===== src/rtl/mmx_pkg.sv =====
package mmx_pkg;

    localparam int ADDR_W  = 32;
    localparam int WORD_W  = 16;
    localparam int SETUP_W = 27;
    localparam int CNT_W   = 5;

    typedef struct packed {
        logic [1:0] lane_mode;
        logic [4:0] dmy_bits;
        logic [1:0] dmy_bytes;
        logic [1:0] addr_nm1;
        logic [7:0] wr_op;
        logic [7:0] rd_op;
    } cs_setup_t;

    localparam cs_setup_t SETUP_RST = '{
        lane_mode: 2'd0, dmy_bits: 5'd0, dmy_bytes: 2'd0,
        addr_nm1: 2'd2, wr_op: 8'h02, rd_op: 8'h03};

    typedef enum logic [2:0] {
        PH_IDLE, PH_CMD, PH_ADDR, PH_DUMMY, PH_DATA, PH_END
    } phase_e;

    typedef enum logic [1:0] {LN_ONE, LN_TWO, LN_FOUR} lanes_e;

    function automatic lanes_e decode_lanes(input logic [1:0] mode);
        case (mode)
            2'd1:    return LN_TWO;
            2'd3:    return LN_FOUR;
            default: return LN_ONE;
        endcase
    endfunction

    function automatic logic [CNT_W-1:0] dummy_len(input logic [1:0] nbytes,
                                                  input logic [4:0] nbits);
        return (nbytes != 2'd0) ? {nbytes, 3'b000} : nbits;
    endfunction

endpackage


===== src/rtl/mmx_setup_bank.sv =====
module mmx_setup_bank
    import mmx_pkg::*;
#(
    parameter int NUM_CS = 4,
    localparam int CS_W = (NUM_CS > 1) ? $clog2(NUM_CS) : 1
) (
    input  logic               clk,
    input  logic               rst,
    input  logic               we,
    input  logic [CS_W-1:0]    idx,
    input  logic [SETUP_W-1:0] wdata,
    input  logic [CS_W-1:0]    rd_idx,
    output cs_setup_t          rd_setup
);
    cs_setup_t bank [NUM_CS];

    always_ff @(posedge clk) begin
        for (int i = 0; i < NUM_CS; i++) begin
            if (rst)
                bank[i] <= SETUP_RST;
            else if (we && idx == CS_W'(i))
                bank[i] <= cs_setup_t'(wdata);
        end
    end

    assign rd_setup = bank[rd_idx];
endmodule


===== src/rtl/mmx_rx_gather.sv =====
module mmx_rx_gather
    import mmx_pkg::*;
(
    input  logic              clk,
    input  logic              rst,
    input  logic              clr,
    input  logic              take,
    input  lanes_e            lanes,
    input  logic [3:0]        din,
    output logic [WORD_W-1:0] word
);
    localparam int HALF = WORD_W / 2;

    always_ff @(posedge clk) begin
        if (rst || clr) begin
            word <= '0;
        end else if (take) begin
            case (lanes)
                LN_TWO:  word <= {word[WORD_W-2:HALF], din[0],
                                  word[HALF-2:0], din[1]};
                LN_FOUR: word <= {word[WORD_W-5:0], din};
                default: word <= {word[WORD_W-2:0], din[1]};
            endcase
        end
    end
endmodule


===== src/rtl/mmx_seq.sv =====
module mmx_seq
    import mmx_pkg::*;
(
    input  logic              clk,
    input  logic              rst,
    input  logic              start,
    input  logic              req_we,
    input  logic [ADDR_W-1:0] req_addr,
    input  logic [WORD_W-1:0] req_wdata,
    input  cs_setup_t         setup,
    output logic              busy,
    output logic              done,
    output logic              cs_act,
    output logic              sclk,
    output logic              d0,
    output logic              d0_oe,
    output logic              rx_take,
    output logic              rx_clr,
    output lanes_e            lanes
);
    phase_e            ph;
    logic              half;
    logic [CNT_W-1:0]  cnt;
    logic [ADDR_W-1:0] osh;
    cs_setup_t         s_q;
    logic              we_q;
    logic [ADDR_W-1:0] addr_q;
    logic [WORD_W-1:0] wd_q;
    logic              done_q;

    logic              active, step;
    logic [CNT_W-1:0]  dlen, data_cnt;
    logic [ADDR_W-1:0] data_load;

    always_comb begin
        active    = (ph == PH_CMD) || (ph == PH_ADDR) ||
                    (ph == PH_DUMMY) || (ph == PH_DATA);
        step      = active && half;
        lanes     = decode_lanes(s_q.lane_mode);
        dlen      = dummy_len(s_q.dmy_bytes, s_q.dmy_bits);
        data_load = we_q ? {wd_q, {(ADDR_W-WORD_W){1'b0}}} : '0;
        if (we_q)
            data_cnt = CNT_W'(WORD_W - 1);
        else if (lanes == LN_TWO)
            data_cnt = CNT_W'(WORD_W/2 - 1);
        else if (lanes == LN_FOUR)
            data_cnt = CNT_W'(WORD_W/4 - 1);
        else
            data_cnt = CNT_W'(WORD_W - 1);
    end

    always_ff @(posedge clk) begin
        if (rst) begin
            ph     <= PH_IDLE;
            half   <= 1'b0;
            cnt    <= '0;
            osh    <= '0;
            s_q    <= SETUP_RST;
            we_q   <= 1'b0;
            addr_q <= '0;
            wd_q   <= '0;
            done_q <= 1'b0;
        end else begin
            done_q <= 1'b0;
            case (ph)
                PH_IDLE: begin
                    if (start) begin
                        s_q    <= setup;
                        we_q   <= req_we;
                        addr_q <= req_addr;
                        wd_q   <= req_wdata;
                        osh    <= {(req_we ? setup.wr_op : setup.rd_op),
                                   {(ADDR_W-8){1'b0}}};
                        cnt    <= CNT_W'(7);
                        half   <= 1'b0;
                        ph     <= PH_CMD;
                    end
                end
                PH_END: begin
                    ph     <= PH_IDLE;
                    done_q <= 1'b1;
                end
                default: begin
                    half <= ~half;
                    if (half) begin
                        osh <= {osh[ADDR_W-2:0], 1'b0};
                        if (cnt != '0) begin
                            cnt <= cnt - CNT_W'(1);
                        end else begin
                            case (ph)
                                PH_CMD: begin
                                    ph  <= PH_ADDR;
                                    osh <= addr_q << {~s_q.addr_nm1, 3'b000};
                                    cnt <= {s_q.addr_nm1, 3'b111};
                                end
                                PH_ADDR: begin
                                    if (dlen != '0) begin
                                        ph  <= PH_DUMMY;
                                        osh <= '0;
                                        cnt <= dlen - CNT_W'(1);
                                    end else begin
                                        ph  <= PH_DATA;
                                        osh <= data_load;
                                        cnt <= data_cnt;
                                    end
                                end
                                PH_DUMMY: begin
                                    ph  <= PH_DATA;
                                    osh <= data_load;
                                    cnt <= data_cnt;
                                end
                                default: begin
                                    ph  <= PH_END;
                                    osh <= '0;
                                end
                            endcase
                        end
                    end
                end
            endcase
        end
    end

    assign busy    = (ph != PH_IDLE);
    assign done    = done_q;
    assign cs_act  = active;
    assign sclk    = step;
    assign d0      = active && osh[ADDR_W-1];
    assign d0_oe   = active && !((ph == PH_DATA) && !we_q);
    assign rx_take = step && (ph == PH_DATA) && !we_q;
    assign rx_clr  = start && (ph == PH_IDLE);
endmodule


===== src/rtl/mmflash_xlate.sv =====
module mmflash_xlate
    import mmx_pkg::*;
#(
    parameter int NUM_CS = 4,
    localparam int CS_W = (NUM_CS > 1) ? $clog2(NUM_CS) : 1
) (
    input  logic               clk,
    input  logic               rst,
    input  logic               ctl_we,
    input  logic [1:0]         ctl_wdata,
    input  logic               setup_we,
    input  logic [CS_W-1:0]    setup_idx,
    input  logic [SETUP_W-1:0] setup_wdata,
    input  logic               bus_req,
    input  logic               bus_we,
    input  logic [CS_W-1:0]    bus_cs,
    input  logic [ADDR_W-1:0]  bus_addr,
    input  logic [WORD_W-1:0]  bus_wdata,
    output logic [WORD_W-1:0]  bus_rdata,
    output logic               bus_done,
    output logic               bus_err,
    output logic               word_irq,
    output logic               xlate_owns,
    output logic               spi_sclk,
    output logic [NUM_CS-1:0]  spi_cs_n,
    output logic               spi_d0,
    output logic               spi_d0_oe,
    input  logic [3:0]         spi_din
);
    logic            sel_q, irq_en_q, err_q;
    logic [CS_W-1:0] cs_q;
    logic            seq_busy, seq_done, cs_act, rx_take, rx_clr;
    logic            accept, reject;
    cs_setup_t       cur_setup;
    lanes_e          lanes;

    assign accept = bus_req && !seq_busy && sel_q;
    assign reject = bus_req && !seq_busy && !sel_q;

    always_ff @(posedge clk) begin
        if (rst) begin
            sel_q    <= 1'b0;
            irq_en_q <= 1'b0;
            err_q    <= 1'b0;
            cs_q     <= '0;
        end else begin
            if (ctl_we) {irq_en_q, sel_q} <= ctl_wdata;
            err_q <= reject;
            if (accept) cs_q <= bus_cs;
        end
    end

    mmx_setup_bank #(.NUM_CS(NUM_CS)) u_bank (
        .clk(clk), .rst(rst), .we(setup_we), .idx(setup_idx),
        .wdata(setup_wdata), .rd_idx(bus_cs), .rd_setup(cur_setup)
    );

    mmx_seq u_seq (
        .clk(clk), .rst(rst), .start(accept), .req_we(bus_we),
        .req_addr(bus_addr), .req_wdata(bus_wdata), .setup(cur_setup),
        .busy(seq_busy), .done(seq_done), .cs_act(cs_act), .sclk(spi_sclk),
        .d0(spi_d0), .d0_oe(spi_d0_oe), .rx_take(rx_take), .rx_clr(rx_clr),
        .lanes(lanes)
    );

    mmx_rx_gather u_rx (
        .clk(clk), .rst(rst), .clr(rx_clr), .take(rx_take), .lanes(lanes),
        .din(spi_din), .word(bus_rdata)
    );

    for (genvar g = 0; g < NUM_CS; g++) begin : g_csn
        assign spi_cs_n[g] = !(cs_act && (cs_q == CS_W'(g)));
    end

    assign bus_done   = seq_done || err_q;
    assign bus_err    = err_q;
    assign word_irq   = seq_done && irq_en_q;
    assign xlate_owns = sel_q;
endmodule


===== config.mk =====
export PLATFORM = sky130hd
export DESIGN_NAME = mmflash_xlate
export DESIGN_NICKNAME = d
export VERILOG_FILES = /design/src/rtl/mmx_pkg.sv /design/src/rtl/mmx_setup_bank.sv /design/src/rtl/mmx_rx_gather.sv /design/src/rtl/mmx_seq.sv /design/src/rtl/mmflash_xlate.sv
export SDC_FILE = /design/constraint.sdc
export NUM_CORES = 1
export LEC_CHECK = 0
export ABC_AREA = 1
export BUFFER_PORTS_ARGS = -buffer_cell sky130_fd_sc_hd__buf_2
export CORE_UTILIZATION = 40
export CTS_CLUSTER_SIZE = 28
export DETAILED_ROUTE_END_ITERATION = 12
export GPL_TIMING_DRIVEN = 1
export PLACE_DENSITY = 0.6
export SYNTH_ARGS = -nofsm -noshare
export SYNTH_HDL_FRONTEND = slang
export SYNTH_HIERARCHICAL = 1
export SYNTH_SLANG_ARGS = --single-unit

===== constraint.sdc =====
create_clock -name clk -period 4.53 [get_ports clk]
set_input_delay 0.906 -clock clk [delete_from_list [all_inputs] [get_ports clk]]
set_output_delay 0.906 -clock clk [all_outputs]
set_load 0.05 [all_outputs]

Word-level counts from Yosys, hierarchy flattened. Memory sizes are Yosys's and may differ from the RTL's. Cells that the tools add are included.

Flip-flop bits (word level): 123. Input bits: 91. Output and inout port bits: 27. RAM bits: 108. Memories kept: 1. Logic and storage cells: 139.

Memories: u_bank.bank (depth 4, bits a word 27, rd ports 1, clocked after memory_dff 0, write ports 4, RTL line mmx_setup_bank.sv:15) `cs_setup_t bank [NUM_CS];`.

Add/subtract/negate cells: 2. Reductions and logical operators: 47. Shift operators: 1. Equality and inequality tests: 17. Muxes and demuxes: 47. Bitwise logic cells: 7.

Operators with widths (count): two-way mux 32 bit (5); two-way mux 27 bit (4); one-hot mux 32 bit (3 select lines) (1); one-hot mux 32 bit (2 select lines) (1); two-way mux 5 bit (7); one-hot mux 16 bit (2 select lines) (1); << shifter 32 x 5 -> 32 bit (1); logical AND 1 bit (19); two-way mux 1 bit (16); one-hot mux 5 bit (3 select lines) (1); nonzero test 5 bit (3); == test 2 bit (second input constant) (6); two-way mux 3 bit (4); one-hot mux 5 bit (2 select lines) (1); subtractor 5 x 1 -> 5 bit (second input constant) (2); one-hot mux 3 bit (3 select lines) (1); == test 2 x 1 -> 1 bit (second input constant) (4); logical NOT 1 bit (8); two-way mux 8 bit (1); == test 3 x 2 -> 1 bit (second input constant) (2); == test 3 bit (second input constant) (2); one-hot mux 3 bit (2 select lines) (1); AND reduction 3 bit (2); nonzero test 3 bit (2); 15 further kinds (26).

Depth between registers and ports, before layout. Gate-level depths: netlist of run 1.

Word-level depth: 11. Depth in mapped cells: 14.

By module. The synthesis of run 1 kept the hierarchy.

Modules (own cells, without submodules): mmx_setup_bank (cells each 588, sequential area each 3243.1 µm², instances 1, area each 5427.7 µm²); mmx_seq (cells each 825, sequential area each 2042.0 µm², instances 1, area each 5296.3 µm²); mmx_rx_gather (cells each 146, sequential area each 320.3 µm², instances 1, area each 999.7 µm²); mmflash_xlate (cells each 35, sequential area each 100.1 µm², instances 1, area each 230.2 µm²).

Least setup slack after synthesis of run 1. OpenSTA, ideal clock, no wires.

Path kind: input to register. Start point: input setup_we. End point: memory u_bank/bank[2][0] in the netlist's numbering, enable pin. Required time: 4.081 ns. Cell stages on the path: 3. Data arrival time: 3.181 ns. Setup time: 0.449 ns. Setup slack: 0.900 ns. Path through: buf_2 -> nand2_2 -> o21ai_0.

RTL lines: start, declared (RTL line mmflash_xlate.sv:11) `input logic setup_we,`; end, declared (RTL line mmx_setup_bank.sv:15).

Worst setup path after layout of run 1.
Start point: register u_seq.ph[2]. End point: output spi_sclk.

Longest elaborated chain between the ends: 5. Elaborated cells between the ends (all ways): 8. Those cells by class: eq/ne (4); reduce/logical (4).

Ends and longest elaborated chain: start, declared (RTL line mmx_seq.sv:21) `phase_e ph;`; start signal, assigned (RTL line mmx_seq.sv:54) `ph <= PH_IDLE;`; start signal, assigned (RTL line mmx_seq.sv:76) `ph <= PH_CMD;`; start signal, assigned (RTL line mmx_seq.sv:80) `ph <= PH_IDLE;`; == test 3 x 1 -> 1 bit / == test 3 x 2 -> 1 bit (equally long branches) (RTL line mmx_seq.sv:36) `active = (ph == PH_CMD) || (ph == PH_ADDR) ||`; logical OR 1 bit (2 in series) (RTL line mmx_seq.sv:36); logical OR 1 bit (*) (RTL line mmx_seq.sv:37) `(ph == PH_DUMMY) || (ph == PH_DATA);`; named net cs_act (RTL line mmflash_xlate.sv:32) `logic seq_busy, seq_done, cs_act, rx_take, rx_clr;`; logical AND 1 bit (*) (RTL line mmx_seq.sv:38) `step = active && half;`; end, declared (RTL line mmflash_xlate.sv:24) `output logic spi_sclk,`.

The timed path passes the listed nets; every way through them passes the cells marked *.

==> impl_summary.txt, run 1 <==
----------------------------------------------------
[Die]
  Row cnt ... 62
  Vertical die dimension ... 174.9 µm
  Number of ports placed on the die boundary ... 118
  Die footprint ... 30580 µm²
  Effective utilization at floorplan ... 0.4120
  Die width ... 174.9 µm
  Core outline area ... 29010 µm²

[Logic synthesis]
  Post-synth cell types ... 42
  Share of flip-flops with an asynchronous set or reset after synthesis ... 0
  Post-synth net total ... 1689
  Top flip-flop cell by instance count after synthesis ... sky130_fd_sc_hd__dfxtp_1
  Warnings from Yosys ... 6
  Synthesized area per cell ... 7.499 µm²
  Sequential area share after synthesis ... 0.4773
  Post-synthesis instance total ... 1594
  EDFF count, synth ... 108
  Area of the mapped netlist ... 11950 µm²
  Register bit total from synthesis ... 231

[Worst setup path]
  Worst flop-to-flop path endpoint ... u_seq/addr_q[8]
  Source of the worst register-to-register timing path ... u_seq/ph[2]
  Register-to-register setup slack ... 1.69 ns
  Required time reported for the critical path endpoint ... 3.62 ns
  Critical Path Fanout Max ... 19
  Critical path data arrival time ... 2.43 ns
  Worst Path Class, Setup ... register to output pin
  Crit end category ... output pin
  Reg2reg path depth ... 11
  Element type at the critical path start ... register

[Timing]
  Final critical-path share of the clock period ... 0.7367
  Fin Setup TNS ... 0 ns
  Setup repair after global routing missed its margin ... false
  Final setup viols ... 0
  Final worst path period need ... 3.337 ns
  Count of final max-slew check failures ... 0
  Maximum operating frequency ... 299.7 MHz
  Clock tree skew after final layout ... 0.01975 ns
  Worst slew pin tran ... 1.235 ns
  Hold Slack ... 0.4598 ns
  Count of endpoints failing hold in the final timing report ... 0
  Slew HR ... 0.1769
  PnR worst setup slack ... 1.193 ns

[Clock tree]
  Clock transition at the register clock pins on the worst setup and hold paths after CTS ... 0.06 ns
  Root buf cell ... sky130_fd_sc_hd__clkbuf_16
  Clock Sinks ... 231
  Post-CTS Setup Repair Bufs ... 0
  Post_cts resized ... 0
  Later-pin clock latency in the skew report ... 0.55 ns
  Maximum number of buffers from clock root to sink ... 3
  H-tree level count ... 1
  TritonCTS clock tree ... yes
  Count of hold buffers inserted by post-cts repair ... 0
  Clock buffers created by TritonCTS ... 27

[Hold path]
  Min-delay worst type ... register to register
  Hold path endpoint ... u_seq/s_q[23]
  Worst Hold Depth ... 2
  Worst hold start ... u_seq/s_q[23]

[Pwr]
  Clock network fraction of design power ... 0.320
  Internal Power ... 0.004010 W
  Worst-case vdd ir drop ... 0.0002818 V
  NetSw ... 0.002291 W
  Pwr dens ... 467.4 nW/µm²
  Register share of total power ... 0.402
  Switching power share of the total ... 0.3636
  Final total power ... 0.006301 W
  Comb power frac ... 0.277
  Leakage power total ... 6.009 nW

[Routing]
  Final Routed Wirelength ... 31390 µm
  Total DRC errors in the routed layout ... 0
  Detailed-routing iteration count for the pre-antenna-repair pass ... 6
  Routed wire per std cell ... 15.20 µm
  Routed via count ... 10280
  Count of nets left with antenna violations after detail routing ... 0
  DRC violation total after the first TritonRoute iteration ... 885
  Post-DR vias/cell ... 4.975

[Global routing]
  First-pass GRT wire length ... 50110 µm
  Vias in the first global route ... 9519
  Global-route congestion overflow total ... 0
  Maximum number of pins on one net before global-route repair ... 82
  Antenna violations before repair ... 0
  Global Route Usage Sum ... 0.2029

[Job]
  Max-cap violations ... 0

[Placement]
  Detailed placement HPWL ... 20310 µm
  Area after detailed placement ... 12680 µm²
  Number of port buffers ... 117
  Post-Place Worst Slack ... 1.493 ns
  Gpl congestion ... 0.8517

[Final layout]
  Number of antenna diodes ... 0
  Layout cells sized above 1 ... 0.1546
  Fin area ... 13480 µm²
  Synthesis-to-finish area growth ... 12.77%
  Number of fill cells ... 2989
  Post-layout nets ... 1759

[Run status]
  Result of the run ... complete, no violations

----------------------------------------------------
## final cells by class
class / count / area [µm²] / share of cell area
well taps: 384 / 480.5 / 0.03564
inverters: 231 / 867.1 / 0.06432
flip-flops and latches: 231 / 5705 / 0.4232
clock buffers: 40 / 754.5 / 0.05597
clock inverters: 7 / 48.80 / 0.003620
repair buffers: 134 / 713.2 / 0.05291
multi-input cells: 1039 / 4911 / 0.3643
## routing by layer
layer  global-route usage  vias up  wire length [µm]
li1                     -     5225                 -
met1               0.2777     4734             14220
met2               0.3390      277             14810
met3              0.02437       43              1668
met4              0.05217        0               689
met5                    0        -                 0
## cells in the final DEF (no fill, tap or decap), drive strengths merged
cell,count
nand2,399
inv,227
nor2,215
buf,134
o21ai,133
nand3,130
dfxtp,123
edfxtp,108
a21oi,77
clkbuf,40
nor3,24
nand4,22
clkinv,11
o211ai,10
a31oi,7
a22o,6
ha,4
or2,3
o21a,2
xnor2,2
o22ai,1
o31ai,1
xor2,1
a31o,1
a211oi,1
## registers in the layout, summed over array words and instances (netlist names), 2 cells and up
signal / count
cs_q: 2
u_bank/bank: 108
u_rx/word: 16
u_seq/addr_q: 32
u_seq/cnt: 5
u_seq/osh: 32
u_seq/ph: 3
u_seq/s_q: 11
u_seq/wd_q: 16
## Yosys cell counts (all sizes together), types with 3 or more instances
cell | n | area, µm²
clkinv | 5 | 18.77
buf | 35 | 241.5
o211ai | 10 | 75.07
inv | 226 | 848.3
a22o | 6 | 52.55
nand3 | 130 | 710.7
clkbuf | 58 | 240.2
or2 | 3 | 18.77
dfxtp | 123 | 2462
nor2 | 215 | 932.1
o21ai | 133 | 665.6
nor3 | 24 | 215.2
nand2 | 399 | 1523
a31oi | 7 | 43.79
a21oi | 77 | 389.1
ha | 4 | 50.05
nand4 | 22 | 152.7
edfxtp | 108 | 3243
## how the worst max path moves through the flow
| stage | slack [ns] | cells after the start | endpoint | startpoint |
|---|---|---|---|---|
| after floorplan | 0.90 | 3 | u_bank/bank[2][0] | setup_we |
| after global placement | 1.63 | 9 | u_seq/addr_q[3] | bus_req |
| after detailed placement | 1.49 | 9 | u_seq/addr_q[8] | bus_req |
| after CTS | 1.10 | 8 | spi_sclk | u_seq/ph[2] |
| after global routing | 0.93 | 8 | spi_sclk | u_seq/ph[2] |
| final | 1.19 | 8 | spi_sclk | u_seq/ph[2] |
## power groups by stage
| stage | Clock (W) | Sequential, W | Combinational [W] |
|---|---|---|---|
| 2_1_floorplan | 0 | 0.00255 | 0.00129 |
| 3_3_place_gp | 0 | 0.00257 | 0.00172 |
| 3_5_place_dp | 0 | 0.00257 | 0.00174 |
| 4_1_cts | 0.00206 | 0.00253 | 0.00175 |
| 5_1_grt | 0.00214 | 0.00256 | 0.00197 |
| 6_report | 0.00202 | 0.00254 | 0.00175 |
## critical path, cell delays in order (launching register included)
cell and delay, ns:
sky130_fd_sc_hd__dfxtp_1 0.40, sky130_fd_sc_hd__inv_2 0.12, sky130_fd_sc_hd__nand2_1 0.11, sky130_fd_sc_hd__nor2_4 0.37
sky130_fd_sc_hd__nor2_1 0.10, sky130_fd_sc_hd__nand2_1 0.27, sky130_fd_sc_hd__inv_1 0.09, sky130_fd_sc_hd__nor2_1 0.15
sky130_fd_sc_hd__buf_2 0.29
## stage by stage
stage	utilization	std cells
6_report	0.4646	2066
3_3_place_gp	0.4370	2019
5_1_grt	0.4646	2066
2_1_floorplan	-	1594
4_1_cts	0.4646	2066
3_5_place_dp	0.4370	2019
## cell families after synthesis
family	share of synthesized area
DFF	0.4773
buffers and inverters	0.1128
and+or+nand+nor	0.2972
AOI/OAI and AO/OA	0.1063
xor gates and xnor gates	0.002198
adders and majority gates	0.004187
(Power assumes the default switching activity.)
==> run 2: changes to the inputs <==
- ABC_AREA: 1 -> 0
- clock period: 4.53 -> 3.1 ns (I/O delays scaled with it)
==> impl_summary.txt, run 2 <==
----------------------------------------------------
[Routing]
  DRC violation total after the first TritonRoute iteration ... 606 (-32%)
  Total DRC errors in the routed layout ... 0 (unchanged)
  Detailed-routing iteration count for the pre-antenna-repair pass ... 5 (-1)
  Routed wire per std cell ... 17.48 µm (+15%)
  Count of nets left with antenna violations after detail routing ... 0 (unchanged)
  Routed via count ... 7994 (-22%)
  Final Routed Wirelength ... 26190 µm (-17%)
  Post-DR vias/cell ... 5.336 (+7.3%)

[Final layout]
  Top register by number of flip-flops ... u_bank/bank
  Count of non-filler cells in the finished layout ... 1498 (-27%)
  Synthesis-to-finish area growth ... 15.59%
  Post-layout nets ... 1241 (-29%)
  Final standard cell utilization of the core ... 0.4700 (+0.005378)
  Number of fill cells ... 2495 (-17%)
  Flip-flop count of the largest register after layout ... 108 (unchanged)
  Most frequent standard cell in the layout excluding fill and tap cells ... sky130_fd_sc_hd__nand2_1
  Number of antenna diodes ... 0 (unchanged)
  Layout cells sized above 1 ... 0.1995 (+0.04491)
  Biggest registers after layout ... u_bank/bank: 108 flops, u_seq/addr_q: 32 flops, u_seq/osh: 32 flops
  Highest-count cells in the layout ignoring fill and taps ... 191 x sky130_fd_sc_hd__nand2_1, 123 x sky130_fd_sc_hd__dfxtp_1, 118 x sky130_fd_sc_hd__nor2_1

[Worst setup path]
  Element type at the critical path start ... register
  Critical Path Fanout Max ... 17 (-2)
  Worst Path Class, Setup ... register to output pin
  Required time reported for the critical path endpoint ... 2.48 ns (-1.14 ns)
  Reg2reg path depth ... 10 (-1)
  Crit end category ... output pin
  Critical path data arrival time ... 2.16 ns (-0.27 ns)

[Clock tree]
  Clock Sinks ... 231 (unchanged)
  Root buf cell ... sky130_fd_sc_hd__clkbuf_16
  Post-CTS Setup Repair Bufs ... 0 (unchanged)
  Maximum number of buffers from clock root to sink ... 3 (unchanged)
  TritonCTS clock tree ... yes
  Post_cts resized ... 0 (unchanged)
  Later-pin clock latency in the skew report ... 0.53 ns (-0.02 ns)
  Count of hold buffers inserted by post-cts repair ... 0 (unchanged)
  H-tree level count ... 1 (unchanged)
  Clock transition at the register clock pins on the worst setup and hold paths after CTS ... 0.06 ns (about the same)
  Clock buffers created by TritonCTS ... 26 (-3.7%)

[Logic synthesis]
  EDFF count, synth ... 108 (unchanged)
  Warnings from Yosys ... 6 (unchanged)
  Top flip-flop cell by instance count after synthesis ... sky130_fd_sc_hd__dfxtp_1
  Most used standard cell by instance count after synthesis ... sky130_fd_sc_hd__nand2_1
  Proportion of netlist area held by the largest area contributor ... 0.3061 (+0.03476)
  Post-synth net total ... 1145 (-32%)
  Post-synthesis instance total ... 1050 (-34%)
  Sequential area share after synthesis ... 0.5384 (+0.06115)
  Post-synth top area cell ... sky130_fd_sc_hd__edfxtp_1
  Register bit total from synthesis ... 231 (unchanged)
  Share of flip-flops with an asynchronous set or reset after synthesis ... 0 (unchanged)
  Area of the mapped netlist ... 10600 µm² (-11%)
  Post-synth cell types ... 66 (+57%)
  Synthesized area per cell ... 10.09 µm² (+35%)
  Most frequent cells after synthesis ... 192 x sky130_fd_sc_hd__nand2_1, 123 x sky130_fd_sc_hd__dfxtp_1, 118 x sky130_fd_sc_hd__nor2_1
  Leading cell types by total area after synthesis ... sky130_fd_sc_hd__edfxtp_1 31%, sky130_fd_sc_hd__dfxtp_1 23%, sky130_fd_sc_hd__nand2_1 6.8%

[Timing]
  Clock tree skew after final layout ... 0.009172 ns (-0.01057 ns)
  Final worst path period need ... 2.776 ns
  Final critical-path share of the clock period ... 0.8954
  Setup repair after global routing missed its margin ... false
  Slew HR ... 0.3858 (+0.2089)
  Fin Setup TNS ... 0 ns (unchanged)
  Maximum operating frequency ... 360.3 MHz
  Count of final max-slew check failures ... 0 (unchanged)
  Worst slew pin tran ... 0.9152 ns (-0.3195 ns)
  Count of endpoints failing hold in the final timing report ... 0 (unchanged)
  Final setup viols ... 0 (unchanged)
  Hold Slack ... 0.3322 ns (-0.1277 ns)

[Global routing]
  Vias in the first global route ... 7550 (-21%)
  Global Route Usage Sum ... 0.1940 (-0.008870)
  Maximum number of pins on one net before global-route repair ... 61 (-26%)
  First-pass GRT wire length ... 41010 µm (-18%)
  Antenna violations before repair ... 0 (unchanged)
  Global-route congestion overflow total ... 0 (unchanged)

[Die]
  Core outline area ... 26060 µm² (-10%)
  Die width ... 164.8 µm (-5.8%)
  Effective utilization at floorplan ... 0.4066 (-0.005388)
  Vertical die dimension ... 164.8 µm (-5.8%)
  Row cnt ... 59 (-4.8%)
  Number of ports placed on the die boundary ... 118 (unchanged)
  Die footprint ... 27150 µm² (-11%)

[Job]
  Max-cap violations ... 0 (unchanged)

[Pwr]
  Clock network fraction of design power ... 0.418 (+0.098)
  Leakage power total ... 4.415 nW (-27%)
  Internal Power ... 0.005309 W (+32%)
  Switching power share of the total ... 0.2389 (-0.1247)
  Comb power frac ... 0.093 (-0.184)
  Pwr dens ... 569.6 nW/µm² (+22%)
  Register share of total power ... 0.488 (+0.086)
  Worst-case vdd ir drop ... 0.0004033 V (+43%)
  NetSw ... 0.001667 W (-27%)

[Run status]
  Result of the run ... complete, no violations

[Hold path]
  Worst Hold Depth ... 3 (+1)
  Min-delay worst type ... primary input to register

[Placement]
  Detailed placement HPWL ... 17570 µm (-13%)
  Post-placement cell count ... 1453 (-28%)
  Gpl congestion ... 0.8030 (-5.7%)
  Number of port buffers ... 117 (unchanged)

----------------------------------------------------
==> run 2: cell type report <==
class / instances / area (µm²) / share of cell area
Sequential cell: 231 / 5705 / 0.4658
Multi-Input combinational cell: 730 / 4452 / 0.3635
Timing Repair Buffer: 147 / 825.8 / 0.06742
Clock buffer: 37 / 732.0 / 0.05976
Tap cell: 335 / 419.2 / 0.03422
Clock inverter: 8 / 76.32 / 0.006231
Inverter: 10 / 37.54 / 0.003065
==> run 2: layer usage <==
layer	vias to the layer above	share of wire	global-route usage
met5	-	0	0
met4	0	0.016	0.04170
met3	26	0.046	0.02687
met2	198	0.48	0.3243
met1	3832	0.46	0.2671
li1	3938	-	-
==> run 2: cells by family (layout without fill, tap and decap cells) <==
family / after synthesis / count (layout) / share of synthesized area
multiplexers: 66 / 66 / 0.09800
XOR/XNOR: 5 / 5 / 0.004133
AND/OR/NAND/NOR: 408 / 408 / 0.1752
flip-flops: 231 / 231 / 0.5384
adder cells (fa/ha/maj): 4 / 4 / 0.004723
AO/OA/AOI/OAI: 247 / 247 / 0.1378
buffers and inverters: 89 / 202 / 0.04168
==> run 2: power groups by stage <==
stage          Sequential (W)  Clock, W  Combinational [W]
2_1_floorplan         0.00344         0           0.000451
3_3_place_gp          0.00347         0           0.000645
3_5_place_dp          0.00347         0           0.000653
4_1_cts               0.00341   0.00299           0.000656
5_1_grt               0.00342   0.00311           0.000713
6_report              0.00341   0.00292           0.000650
==> run 2: metrics by stage <==
stage	area (µm²)	power (W)	setup slack [ns]
floorplan	10600	0.003896	0.2471
finish	12250	0.006976	0.3243
detailed placement	11440	0.004126	0.5654
global placement	11440	0.004112	0.6404
global route	12250	0.007241	0.2170
CTS	12250	0.007053	0.3108
==> run 2: worst paths after layout <==
kind / from / to / slack (ns)
worst max-delay path: u_seq/ph[0] / spi_cs_n[0] / 0.32
worst min-delay path: bus_addr[13] / u_seq/addr_q[13] / 0.33
worst max register to register: u_seq/ph[2] / u_seq/osh[31] / 0.54
worst min register to register: u_seq/wd_q[9] / u_seq/osh[25] / 0.45
==> run 2: worst max-delay path, cell delays in order (launching register included) <==
cell	delay [ns]
sky130_fd_sc_hd__dfxtp_1	0.33
sky130_fd_sc_hd__buf_4	0.21
sky130_fd_sc_hd__nor2_1	0.12
sky130_fd_sc_hd__xnor2_1	0.37
sky130_fd_sc_hd__or3b_1	0.38
sky130_fd_sc_hd__buf_2	0.22
==> run 3: changes to the inputs <==
- CELL_PAD_IN_SITES_DETAIL_PLACEMENT: not set -> 1
- CELL_PAD_IN_SITES_GLOBAL_PLACEMENT: not set -> 1
- PLACE_DENSITY: 0.6 -> not set
- PLACE_DENSITY_LB_ADDON: not set -> 0.1
- clock period: 3.1 -> 3 ns (I/O delays scaled with it)
==> impl_summary.txt, run 3 (same netlist as run 2, synthesis figures left out) <==
----------------------------------------------------
[Run status]
  Result of the run ... complete, no violations

[Worst setup path]
  Register-to-register setup slack ... 0.53 ns (about the same)
  Critical Path Fanout Max ... 17 (unchanged)
  Crit end category ... output pin
  Reg2reg path depth ... 10 (unchanged)
  Crit path from ... u_seq/ph[0]
  Worst flop-to-flop path endpoint ... u_seq/addr_q[9]
  Element type at the critical path start ... register
  Critical path data arrival time ... 2.20 ns (+0.04 ns)
  Source of the worst register-to-register timing path ... u_seq/ph[2]
  Worst Path Class, Setup ... register to output pin
  Capture point of the critical path ... spi_cs_n[0]
  Required time reported for the critical path endpoint ... 2.40 ns (-0.08 ns)

[Timing]
  Setup repair after global routing missed its margin ... false
  Maximum operating frequency ... 357.3 MHz
  Slew HR ... 0.5570 (+0.1713)
  Final critical-path share of the clock period ... 0.9328
  Final setup viols ... 0 (unchanged)
  Clock tree skew after final layout ... 0.005956 ns (-0.003216 ns)
  Worst slew pin tran ... 0.6645 ns (-0.2507 ns)
  Count of final max-slew check failures ... 0 (unchanged)
  Count of endpoints failing hold in the final timing report ... 0 (unchanged)
  Final worst path period need ... 2.798 ns
  Fin Setup TNS ... 0 ns (unchanged)
  PnR worst setup slack ... 0.2016 ns (-0.1227 ns)

[Global routing]
  Vias in the first global route ... 8282 (+9.7%)
  First-pass GRT wire length ... 45500 µm (+11%)
  Global-route congestion overflow total ... 0 (unchanged)
  Antenna violations before repair ... 0 (unchanged)
  Global Route Usage Sum ... 0.2151 (+0.02105)
  Maximum number of pins on one net before global-route repair ... 61 (unchanged)

[Clock tree]
  Count of hold buffers inserted by post-cts repair ... 0 (unchanged)
  Maximum number of buffers from clock root to sink ... 3 (unchanged)
  TritonCTS clock tree ... yes
  Clock transition at the register clock pins on the worst setup and hold paths after CTS ... 0.06 ns (about the same)
  Later-pin clock latency in the skew report ... 0.53 ns (about the same)
  Clock buffers created by TritonCTS ... 26 (unchanged)
  Clock Sinks ... 231 (unchanged)
  Post-CTS Setup Repair Bufs ... 0 (unchanged)
  Post_cts resized ... 0 (unchanged)
  Root buf cell ... sky130_fd_sc_hd__clkbuf_16
  H-tree level count ... 1 (unchanged)

[Routing]
  Routed via count ... 8148 (+1.9%)
  Final Routed Wirelength ... 29050 µm (+11%)
  Count of nets left with antenna violations after detail routing ... 0 (unchanged)
  Post-DR vias/cell ... 5.418 (+1.5%)
  Detailed-routing iteration count for the pre-antenna-repair pass ... 5 (unchanged)
  DRC violation total after the first TritonRoute iteration ... 515 (-15%)
  Routed wire per std cell ... 19.32 µm (+10%)
  Total DRC errors in the routed layout ... 0 (unchanged)

[Placement]
  Detailed placement HPWL ... 19510 µm (+11%)
  Gpl congestion ... 0.7840 (-2.4%)
  Number of port buffers ... 117 (unchanged)
  Post-Place Worst Slack ... 0.5252 ns (-0.04019 ns)
  Post-placement cell count ... 1456 (+0.21%)

[Final layout]
  Biggest registers after layout ... u_bank/bank: 108 flops, u_seq/addr_q: 32 flops, u_seq/osh: 32 flops
  Highest-count cells in the layout ignoring fill and taps ... 191 x sky130_fd_sc_hd__nand2_1, 123 x sky130_fd_sc_hd__dfxtp_1, 118 x sky130_fd_sc_hd__nor2_1
  Top register by number of flip-flops ... u_bank/bank
  Synthesis-to-finish area growth ... 16.42%
  Layout cells sized above 1 ... 0.2053 (+0.005820)
  Number of fill cells ... 2959 (+19%)
  Multi-input logic area ... 4452 µm² (unchanged)
  Count of non-filler cells in the finished layout ... 1504 (+0.40%)
  Total area of sequential cells ... 5705 µm² (unchanged)
  Flip-flop count of the largest register after layout ... 108 (unchanged)
  Number of antenna diodes ... 0 (unchanged)
  Most frequent standard cell in the layout excluding fill and tap cells ... sky130_fd_sc_hd__nand2_1
  Post-layout nets ... 1244 (+0.24%)

[Pwr]
  Worst-case vdd ir drop ... 0.0003888 V (-3.6%)
  Pwr dens ... 609.5 nW/µm² (+7.0%)
  Leakage power total ... 4.455 nW (+0.90%)

[Die]
  Row cnt ... 59 (unchanged)
  Effective utilization at floorplan ... 0.4066 (unchanged)
  Die width ... 164.8 µm (unchanged)
  Die footprint ... 27150 µm² (unchanged)
  Core outline area ... 26060 µm² (unchanged)
  Number of ports placed on the die boundary ... 118 (unchanged)
  Vertical die dimension ... 164.8 µm (unchanged)

[Job]
  Max-cap violations ... 0 (unchanged)

[Hold path]
  Worst Hold Depth ... 3 (unchanged)
  Min-delay worst type ... primary input to register

----------------------------------------------------
==> run 3: cell count changes in the layout (fill, tap and decap cells not counted), sizes merged <==
cell	delta
clkbuf	-7
clkinv	+4
buf	+3
bufinv	+3
clkinvlp	+3
==> run 3: metal layers <==
layer	GRT usage	routed length [µm]	vias to the layer above
met3	0.02687	1003	33
li1	-	-	3944
met1	0.2864	13490	4027
met4	0.04712	441	0
met5	0	0	-
met2	0.3726	14120	144
==> run 3: final cells by class <==
class	instances	share of cell area
Sequential cell	231	0.4625
Multi-Input combinational cell	730	0.3609
Timing Repair Buffer	150	0.06775
Clock buffer	30	0.05568
Tap cell	335	0.03398
Clock inverter	18	0.01623
Inverter	10	0.003043
==> run 3: worst min-delay path by stage <==
stage	start	endpoint	slack [ns]
after floorplan	u_seq/osh[11]	u_seq/osh[11]	0.42
after global placement	u_seq/osh[18]	u_seq/osh[18]	0.43
after detailed placement	u_seq/wd_q[14]	u_seq/osh[30]	0.45
after CTS	bus_wdata[11]	u_seq/wd_q[11]	0.29
after global routing	bus_addr[21]	u_seq/addr_q[21]	0.29
final	bus_wdata[11]	u_seq/wd_q[11]	0.31
==> run 3: worst max-delay path: stages (launching register included) <==
cell and delay [ns]:
sky130_fd_sc_hd__dfxtp_1 0.32, sky130_fd_sc_hd__buf_4 0.22, sky130_fd_sc_hd__nor2_1 0.12, sky130_fd_sc_hd__xnor2_1 0.40, sky130_fd_sc_hd__or3b_1 0.39, sky130_fd_sc_hd__buf_2 0.22
==> run 3: stage by stage <==
| stage | utilization | power, W | cell area, µm² | hold slack (ns) |
|---|---|---|---|---|
| 6_report | 0.4734 | 0.007519 | 12340 | 0.3076 |
| 5_1_grt | 0.4734 | 0.007800 | 12340 | 0.2931 |
| 4_1_cts | 0.4734 | 0.007599 | 12340 | 0.2895 |
| 3_5_place_dp | 0.4394 | 0.004287 | 11450 | 0.4453 |
| 3_3_place_gp | 0.4394 | 0.004269 | 11450 | 0.4333 |
| 2_1_floorplan | - | 0.004025 | 10600 | 0.4249 |
==> run 3: power by group <==
part           leakage (nW)  switching, W  internal [W]
Clock                 0.423       0.00132       0.00199
Sequential             2.06     0.0000722       0.00345
Combinational          1.97      0.000427      0.000262
Total                  4.45       0.00182       0.00570
